File: config.mk
export PLATFORM = sky130hd
export DESIGN_NAME = tmr_irq_ctrl
export DESIGN_NICKNAME = d
export VERILOG_FILES = /design/src/rtl/tmr_irq_pkg.sv /design/src/rtl/tmr_irq_flag_cell.sv /design/src/rtl/tmr_psr_ctrl.sv /design/src/rtl/tmr_irq_regif.sv /design/src/rtl/tmr_irq_ctrl.sv
export SDC_FILE = /design/constraint.sdc
export NUM_CORES = 1
export LEC_CHECK = 0
export BUFFER_PORTS_ARGS = -buffer_cell sky130_fd_sc_hd__buf_2
export CAP_MARGIN = 10
export CORE_AREA = 3 3 40 42
export DETAILED_ROUTE_END_ITERATION = 12
export DIE_AREA = 0 0 43 45
export RECOVER_POWER = 50
export SETUP_SLACK_MARGIN = 0.15
export SLEW_MARGIN = 40
export SYNTH_ARGS = -nofsm -noshare
export SYNTH_HDL_FRONTEND = slang
export SYNTH_SLANG_ARGS = --single-unit
File: constraint.sdc
create_clock -name clk_i -period 1.15 [get_ports clk_i]
set_clock_uncertainty 0.15 [all_clocks]
set_input_delay 0.115 -clock clk_i [delete_from_list [all_inputs] [get_ports clk_i]]
set_output_delay 0.115 -clock clk_i [all_outputs]
set_load 0.02 [all_outputs]
File: src/rtl/tmr_irq_pkg.sv
package tmr_irq_pkg;
  localparam int DATA_W   = 8;
  localparam int NUM_SRC  = 2;
  localparam int SRC_OVF  = 0;
  localparam int SRC_CMP  = 1;
  localparam int PSR_BIT  = 0;
  localparam int SYNC_BIT = DATA_W - 1;

  typedef enum logic [1:0] {
    REG_MASK = 2'd0,
    REG_FLAG = 2'd1,
    REG_CTRL = 2'd2,
    REG_NONE = 2'd3
  } reg_sel_e;
endpackage

File: src/rtl/tmr_irq_flag_cell.sv
module tmr_irq_flag_cell (
  input  logic clk_i,
  input  logic rst_ni,
  input  logic evt_i,
  input  logic wclr_i,
  input  logic ack_i,
  input  logic en_i,
  input  logic gie_i,
  output logic flag_o,
  output logic irq_o
);
  logic flag_q;

  // event has priority so no event is lost to a concurrent clear
  always_ff @(posedge clk_i or negedge rst_ni) begin
    if (!rst_ni)               flag_q <= 1'b0;
    else if (evt_i)            flag_q <= 1'b1;
    else if (wclr_i || ack_i)  flag_q <= 1'b0;
  end

  assign flag_o = flag_q;
  assign irq_o  = flag_q & en_i & gie_i;
endmodule

File: src/rtl/tmr_psr_ctrl.sv
module tmr_psr_ctrl (
  input  logic clk_i,
  input  logic rst_ni,
  input  logic ctrl_we_i,
  input  logic sync_wdata_i,
  input  logic psr_wdata_i,
  input  logic async_mode_i,
  input  logic done_i,
  output logic sync_o,
  output logic psr_o
);
  logic sync_q, psr_q, keep;

  // hold while sync hold is set, or while an async restart is pending
  assign keep = sync_q | (async_mode_i & ~done_i);

  always_ff @(posedge clk_i or negedge rst_ni) begin
    if (!rst_ni) begin
      sync_q <= 1'b0;
      psr_q  <= 1'b0;
    end else begin
      if (ctrl_we_i) sync_q <= sync_wdata_i;
      if (ctrl_we_i && psr_wdata_i) psr_q <= 1'b1;
      else                          psr_q <= psr_q & keep;
    end
  end

  assign sync_o = sync_q;
  assign psr_o  = psr_q;
endmodule

File: src/rtl/tmr_irq_regif.sv
module tmr_irq_regif
  import tmr_irq_pkg::*;
#(
  parameter int ADDR_W = 2
) (
  input  logic [ADDR_W-1:0]  addr_i,
  input  logic               we_i,
  input  logic [DATA_W-1:0]  wdata_i,
  input  logic [NUM_SRC-1:0] en_i,
  input  logic [NUM_SRC-1:0] flag_i,
  input  logic               sync_i,
  input  logic               psr_i,
  output logic               mask_we_o,
  output logic [NUM_SRC-1:0] flag_wclr_o,
  output logic               ctrl_we_o,
  output logic [DATA_W-1:0]  rdata_o
);
  logic sel_mask, sel_flag, sel_ctrl;

  assign sel_mask = (addr_i == ADDR_W'(REG_MASK));
  assign sel_flag = (addr_i == ADDR_W'(REG_FLAG));
  assign sel_ctrl = (addr_i == ADDR_W'(REG_CTRL));

  assign mask_we_o   = we_i & sel_mask;
  assign ctrl_we_o   = we_i & sel_ctrl;
  assign flag_wclr_o = (we_i & sel_flag) ? wdata_i[NUM_SRC-1:0] : '0;

  always_comb begin
    rdata_o = '0;
    if (sel_mask) rdata_o[NUM_SRC-1:0] = en_i;
    if (sel_flag) rdata_o[NUM_SRC-1:0] = flag_i;
    if (sel_ctrl) begin
      rdata_o[SYNC_BIT] = sync_i;
      rdata_o[PSR_BIT]  = psr_i;
    end
  end
endmodule

File: src/rtl/tmr_irq_ctrl.sv
module tmr_irq_ctrl
  import tmr_irq_pkg::*;
#(
  parameter int ADDR_W = 2
) (
  input  logic              clk_i,
  input  logic              rst_ni,
  input  logic              cmp_evt_i,
  input  logic              ovf_evt_i,
  input  logic              dir_rev_zero_i,
  input  logic              pwm_mode_i,
  input  logic              async_mode_i,
  input  logic              psr_done_i,
  input  logic              gie_i,
  input  logic [1:0]        irq_ack_i,
  input  logic [ADDR_W-1:0] reg_addr_i,
  input  logic              reg_we_i,
  input  logic [7:0]        reg_wdata_i,
  output logic [7:0]        reg_rdata_o,
  output logic [1:0]        irq_o,
  output logic              psr_rst_o
);
  logic [NUM_SRC-1:0] en_q, flag_q, flag_wclr, evt;
  logic               mask_we, ctrl_we, sync_q;

  assign evt[SRC_CMP] = cmp_evt_i;
  assign evt[SRC_OVF] = pwm_mode_i ? dir_rev_zero_i : ovf_evt_i;

  always_ff @(posedge clk_i or negedge rst_ni) begin
    if (!rst_ni)      en_q <= '0;
    else if (mask_we) en_q <= reg_wdata_i[NUM_SRC-1:0];
  end

  for (genvar i = 0; i < NUM_SRC; i++) begin : g_src
    tmr_irq_flag_cell u_cell (
      .clk_i  (clk_i),
      .rst_ni (rst_ni),
      .evt_i  (evt[i]),
      .wclr_i (flag_wclr[i]),
      .ack_i  (irq_ack_i[i]),
      .en_i   (en_q[i]),
      .gie_i  (gie_i),
      .flag_o (flag_q[i]),
      .irq_o  (irq_o[i])
    );
  end

  tmr_irq_regif #(.ADDR_W(ADDR_W)) u_regif (
    .addr_i      (reg_addr_i),
    .we_i        (reg_we_i),
    .wdata_i     (reg_wdata_i),
    .en_i        (en_q),
    .flag_i      (flag_q),
    .sync_i      (sync_q),
    .psr_i       (psr_rst_o),
    .mask_we_o   (mask_we),
    .flag_wclr_o (flag_wclr),
    .ctrl_we_o   (ctrl_we),
    .rdata_o     (reg_rdata_o)
  );

  tmr_psr_ctrl u_psr (
    .clk_i        (clk_i),
    .rst_ni       (rst_ni),
    .ctrl_we_i    (ctrl_we),
    .sync_wdata_i (reg_wdata_i[SYNC_BIT]),
    .psr_wdata_i  (reg_wdata_i[PSR_BIT]),
    .async_mode_i (async_mode_i),
    .done_i       (psr_done_i),
    .sync_o       (sync_q),
    .psr_o        (psr_rst_o)
  );
endmodule

Yosys cells after proc, flatten, opt, wreduce, memory -nomap -nowiden
Cells that the tools add are included.
{ "totals": {"register_bits": 6, "inputBits": 22, "out_inout_bits": 11, "elab_cells": 35} }
{ "op_classes": {"eq_ne": 2, "mux": 11, "n_bitwise": 11, "reduce_logical": 6} }
{ "op_table": {"columns": ["cell", "count"], "rows": [
  ["1-bit AND", 9],
  ["1-bit 2-to-1 mux", 8],
  ["2-bit 2-to-1 mux", 3],
  ["2-bit nonzero test", 2],
  ["2-bit by 1-bit equality test with 1-bit output (second input constant)", 1],
  ["2-bit equality test (second input constant)", 1],
  ["2-bit zero test", 1],
  ["1-bit logical OR", 2],
  ["1-bit logical AND", 1],
  ["1-bit NOT", 1],
  ["1-bit OR", 1]
]} }

Longest topological paths before layout
{ "logic_depth": {"word_depth": 6, "ltp_mapped": 3, "mapped_depth_nobuf": 3} }

Hierarchy
A second synthesis with hierarchy kept.
{ "unflattened": {"hier_cells": 36, "area_unflattened_um2": 372.9} }
{ "modules_own_cells": {"columns": ["module", "n_inst", "cells_each", "area_per_inst_um2", "seq_area_each_um2"], "rows": [
  ["tmr_irq_regif", 1, 17, 120.1, 0.0],
  ["tmr_irq_flag_cell", 2, 4, 42.5, 25.0],
  ["tmr_irq_ctrl", 1, 5, 83.8, 50.0],
  ["tmr_psr_ctrl", 1, 6, 83.8, 50.0]
]} }

Worst setup path after synthesis
Ideal clock, no wire load.
{ "synth_path": {"path_type": "flip-flop to output port", "start": "register u_psr.psr_q (netlist: u_psr.psr_o)", "end": "output port reg_rdata_o[0]", "arrival_ns": 1.027, "required_time_ns": 0.885, "path_slack_ns": -0.142, "path_stages_with_launch": 3, "path_buffers": 0, "cell_sequence": "dfrtp_1 -> mux2i_1 -> o21ai_0"} }
{ "synth_via": {"elab_chain_len": 1} }
{ "synth_rtl": {"columns": ["item", "line", "source"], "rows": [
  ["start: declaration", "tmr_psr_ctrl.sv:12", "logic sync_q, psr_q, keep;"],
  ["start signal: assignment", "tmr_psr_ctrl.sv:24", "else psr_q <= psr_q & keep;"],
  ["1-bit 2-to-1 mux", "tmr_irq_regif.sv:32", "if (sel_ctrl) begin"],
  ["end: declaration", "tmr_irq_ctrl.sv:19", "output logic [7:0] reg_rdata_o,"]
]} }
Every way passes these cells.

Worst setup path after layout
{ "layout_path": {"start": "register en_q[0]", "end": "output port reg_rdata_o[0]"} }
{ "layout_via": {"elab_chain_len": 3} }
{ "layout_rtl": {"columns": ["item", "line", "source"], "rows": [
  ["start: declaration", "tmr_irq_ctrl.sv:23", "logic [NUM_SRC-1:0] en_q, flag_q, flag_wclr, evt;"],
  ["start signal: assignment", "tmr_irq_ctrl.sv:31", "else if (mask_we) en_q <= reg_wdata_i[NUM_SRC-1:0];"],
  ["2-bit 2-to-1 mux", "tmr_irq_regif.sv:30", "if (sel_mask) rdata_o[NUM_SRC-1:0] = en_i;"],
  ["2-bit 2-to-1 mux", "tmr_irq_regif.sv:31", "if (sel_flag) rdata_o[NUM_SRC-1:0] = flag_i;"],
  ["1-bit 2-to-1 mux", "tmr_irq_regif.sv:32", null]
]} }
Every way passes these cells.

==> results.md <==
- Status: finished, violations left
- Failing checks: hold timing, setup timing
- Synth cell types: 19
- Critical Path Source Type: register
- First-pass GRT wire length: 1460 um
- Max incr delay on CP: 0.40 ns
- CP Capture Type: output port
- CORE AREA: 0.00128 mm^2
- Initial DRC count: 6
- Vias per cell: 4.24
- Critical Path Slowest Stage Cell: dfrtp_1
- TritonRoute pass-1 iters: 4
- Area grow syn2layout: 70.4%
- Final Slew Violations: 0
- Crit Path Max Fanout: 3
- Clock root cell: clkbuf_4
- Sequential area share after synthesis: a little under two fifths
- Synth warnings: 0
- Die Area: 0.00194 mm^2
- Inst Count DP: 74
- Leading cell type in the layout, fill and taps excluded: buf_2
- DRT antenna net count: 0
- Syn avg cell area: 10.1 um^2
- HP Class: primary input to register
- Final worst path period share: 112%
- Cell Count, Final, Fillers Out: 86
- Worst EP arrival: 1.02 ns
- Setup WS post-layout: -0.138 ns
- Fmax: 776 MHz
- P_leak: 0.000354 uW
- Post-synthesis simple-gate area fraction: 22.0%
- Via count: roughly 370
- Mux share of post-synthesis cell area: 16.2%
- Xor and xnor fraction of the mapped netlist area: 0%
- Worst-Skew Late Latency: ~0.24 ns
- Synthesis-stage register bit count: 6
- Initial antenna violation count: 0
- Final Hold Fails: 3
- Setup TNS: -0.397 ns
- Post-synthesis adder-cell area fraction: 0%
- Unrepaired setup endpoints after global routing: yes
- Nets: 94
- Number of remaining DRC errors: 0
- Initial Util: 30.6%
- CP Data Required Time: 0.88 ns
- Hold buffers post-CTS: 4
- Cell Rows: 13
- Die width: roughly 43 um
- Synthesized netlist cell count: 39
- Largest net degree at the start of global routing: 8
- Setup WS pre-CTS: 0.0291 ns
- FILL cells: 122
- Port Buf Inserts: 22
- CTS clk-pin slew, worst paths: 0.05 ns
- PwrDens: 1110 mW/mm^2
- N_diodes: 0
- H-tree levels: 1
- Endpoints failing setup: 6
- Synth Area in Compound Gates: 7.32%
- Min cycle time layout: 1.29 ns
- Die height: roughly 45 um
- Vias in the first global route: 377
- GR Overflow Total: 0
- CTS tree: built
- Io pins: 33
- Max Root-Sink Buffers: 2
- Total Routing Usage GR: 10.4%
- Most frequent cells in the layout: buf_2 (16), buf_6 (8), conb_1 (5), dfrtp_1 (5)
- Ratio of cells with drive above 1 in the final layout: between 50 and 60%
- Peak supply drop: about 510 uV
- Synthesized area: around 390 um^2
- Wire length per cell: roughly 11 um
- Setup Crit Path Kind: register to output port
- Min Hold Slack: -0.0437 ns
- CTS Buf Count: 3
- Detail Placement HPWL: 692 um
- Routed WL: 971 um
- Clock sinks: 6
- Number of max-cap violations: 0
- Largest family of logic cells by synthesized area: simple AND/OR/NAND/NOR gates
- Worst-path cell chain: mux2i_2 -> o21ai_2 -> buf_6
- GP Congestion: 0.703
-- per-layer routing --
layer | vias to the layer above | wire length [um] | global-route usage (%)
met5 | - | 0 | 0
met4 | 0 | 8 | 9.04
met3 | 2 | 60 | 2.79
met2 | 13 | 499 | 16.8
met1 | 163 | 403 | 11.3
li1 | 187 | - | -
-- per-stage QoR --
stage	utilization (%)	area, um^2	power [uW]	hold slack [ns]
detailed placement	38.7	497	439	-0.205
CTS	48.2	619	707	-0.0531
floorplan	-	413	388	-0.331
global route	52.1	669	796	-0.0636
finish	52.1	669	740	-0.0437
global placement	38.7	497	438	-0.203
-- worst paths after layout --
check,depth (start not counted),start,to,slack (ns)
max,3,en_q[0],reg_rdata_o[0],-0.14
min,2,reg_wdata_i[7],u_psr.sync_o,-0.04
max reg2reg,3,u_psr.sync_o,u_psr.sync_o,0.02
min reg2reg,1,en_q[1],en_q[1],0.38
max in group asynchronous,2,rst_ni,u_psr.psr_o,0.45
min in group asynchronous,2,rst_ni,u_psr.sync_o,0.14
-- worst max-delay path, delay by kind of cell, from the launching register on --
family / cells / cell delay [ns]
DFF: 1 / 0.40
muxes: 1 / 0.18
buffers and inverters: 1 / 0.13
AOI/OAI and AO/OA: 1 / 0.07
-- where the power goes --
part | total [uW] | switching, uW | internal (uW)
Sequential | 267 | 24.2 | 242
Clock | 201 | 70.2 | 131
Combinational | 272 | 115 | 158
-- final cells by class --
| cell class | count | area (um^2) | area share, % |
|---|---|---|---|
| tap | 15 | 18.8 | 2.80 |
| timing repair buffer | 31 | 234 | 35.0 |
| clock buffer | 4 | 26.3 | 3.93 |
| sequential | 6 | 151 | 22.6 |
| multi-input combinational | 28 | 231 | 34.6 |
| inverter | 2 | 7.51 | 1.12 |
-- sequential cells by signal, summed over array words and instances (netlist names) --
signal	cells
en_q	2
u_psr.sync_o	1
u_psr.psr_o	1
g_src.u_cell.flag_o	2
-- synth_stat cells --
cell,number,area (um^2)
nand3b_1,1,7.51
nor2b_1,1,6.26
nor3b_2,1,12.5
nor2b_2,1,8.76
mux2i_1,3,30.0
and3_1,2,12.5
mux2_2,3,33.8
nand3_1,1,5.00
o21ai_0,2,10.0
dfrtp_1,6,150
nand4b_1,1,8.76
nor2_1,1,3.75
a311o_1,1,10.0
and3b_2,1,10.0
conb_1,1,3.75
buf_4,7,52.6
a31o_2,1,8.76
nand2_1,3,11.3
inv_1,2,7.51
-- kinds of logic after synthesis --
kind of cell | after synthesis
AOI/OAI and AO/OA | 4
and+or+nand+nor | 13
muxes | 6
buffers and inverters | 9
other | 1
DFF | 6
-- timing repair --
item	CTS	global route
setup endpoints to repair	6	10
pin swaps	2	5
setup buffers	2	2
resized for setup	12	10
endpoints found under the hold margin	11	4
(Power assumes the default switching activity.)
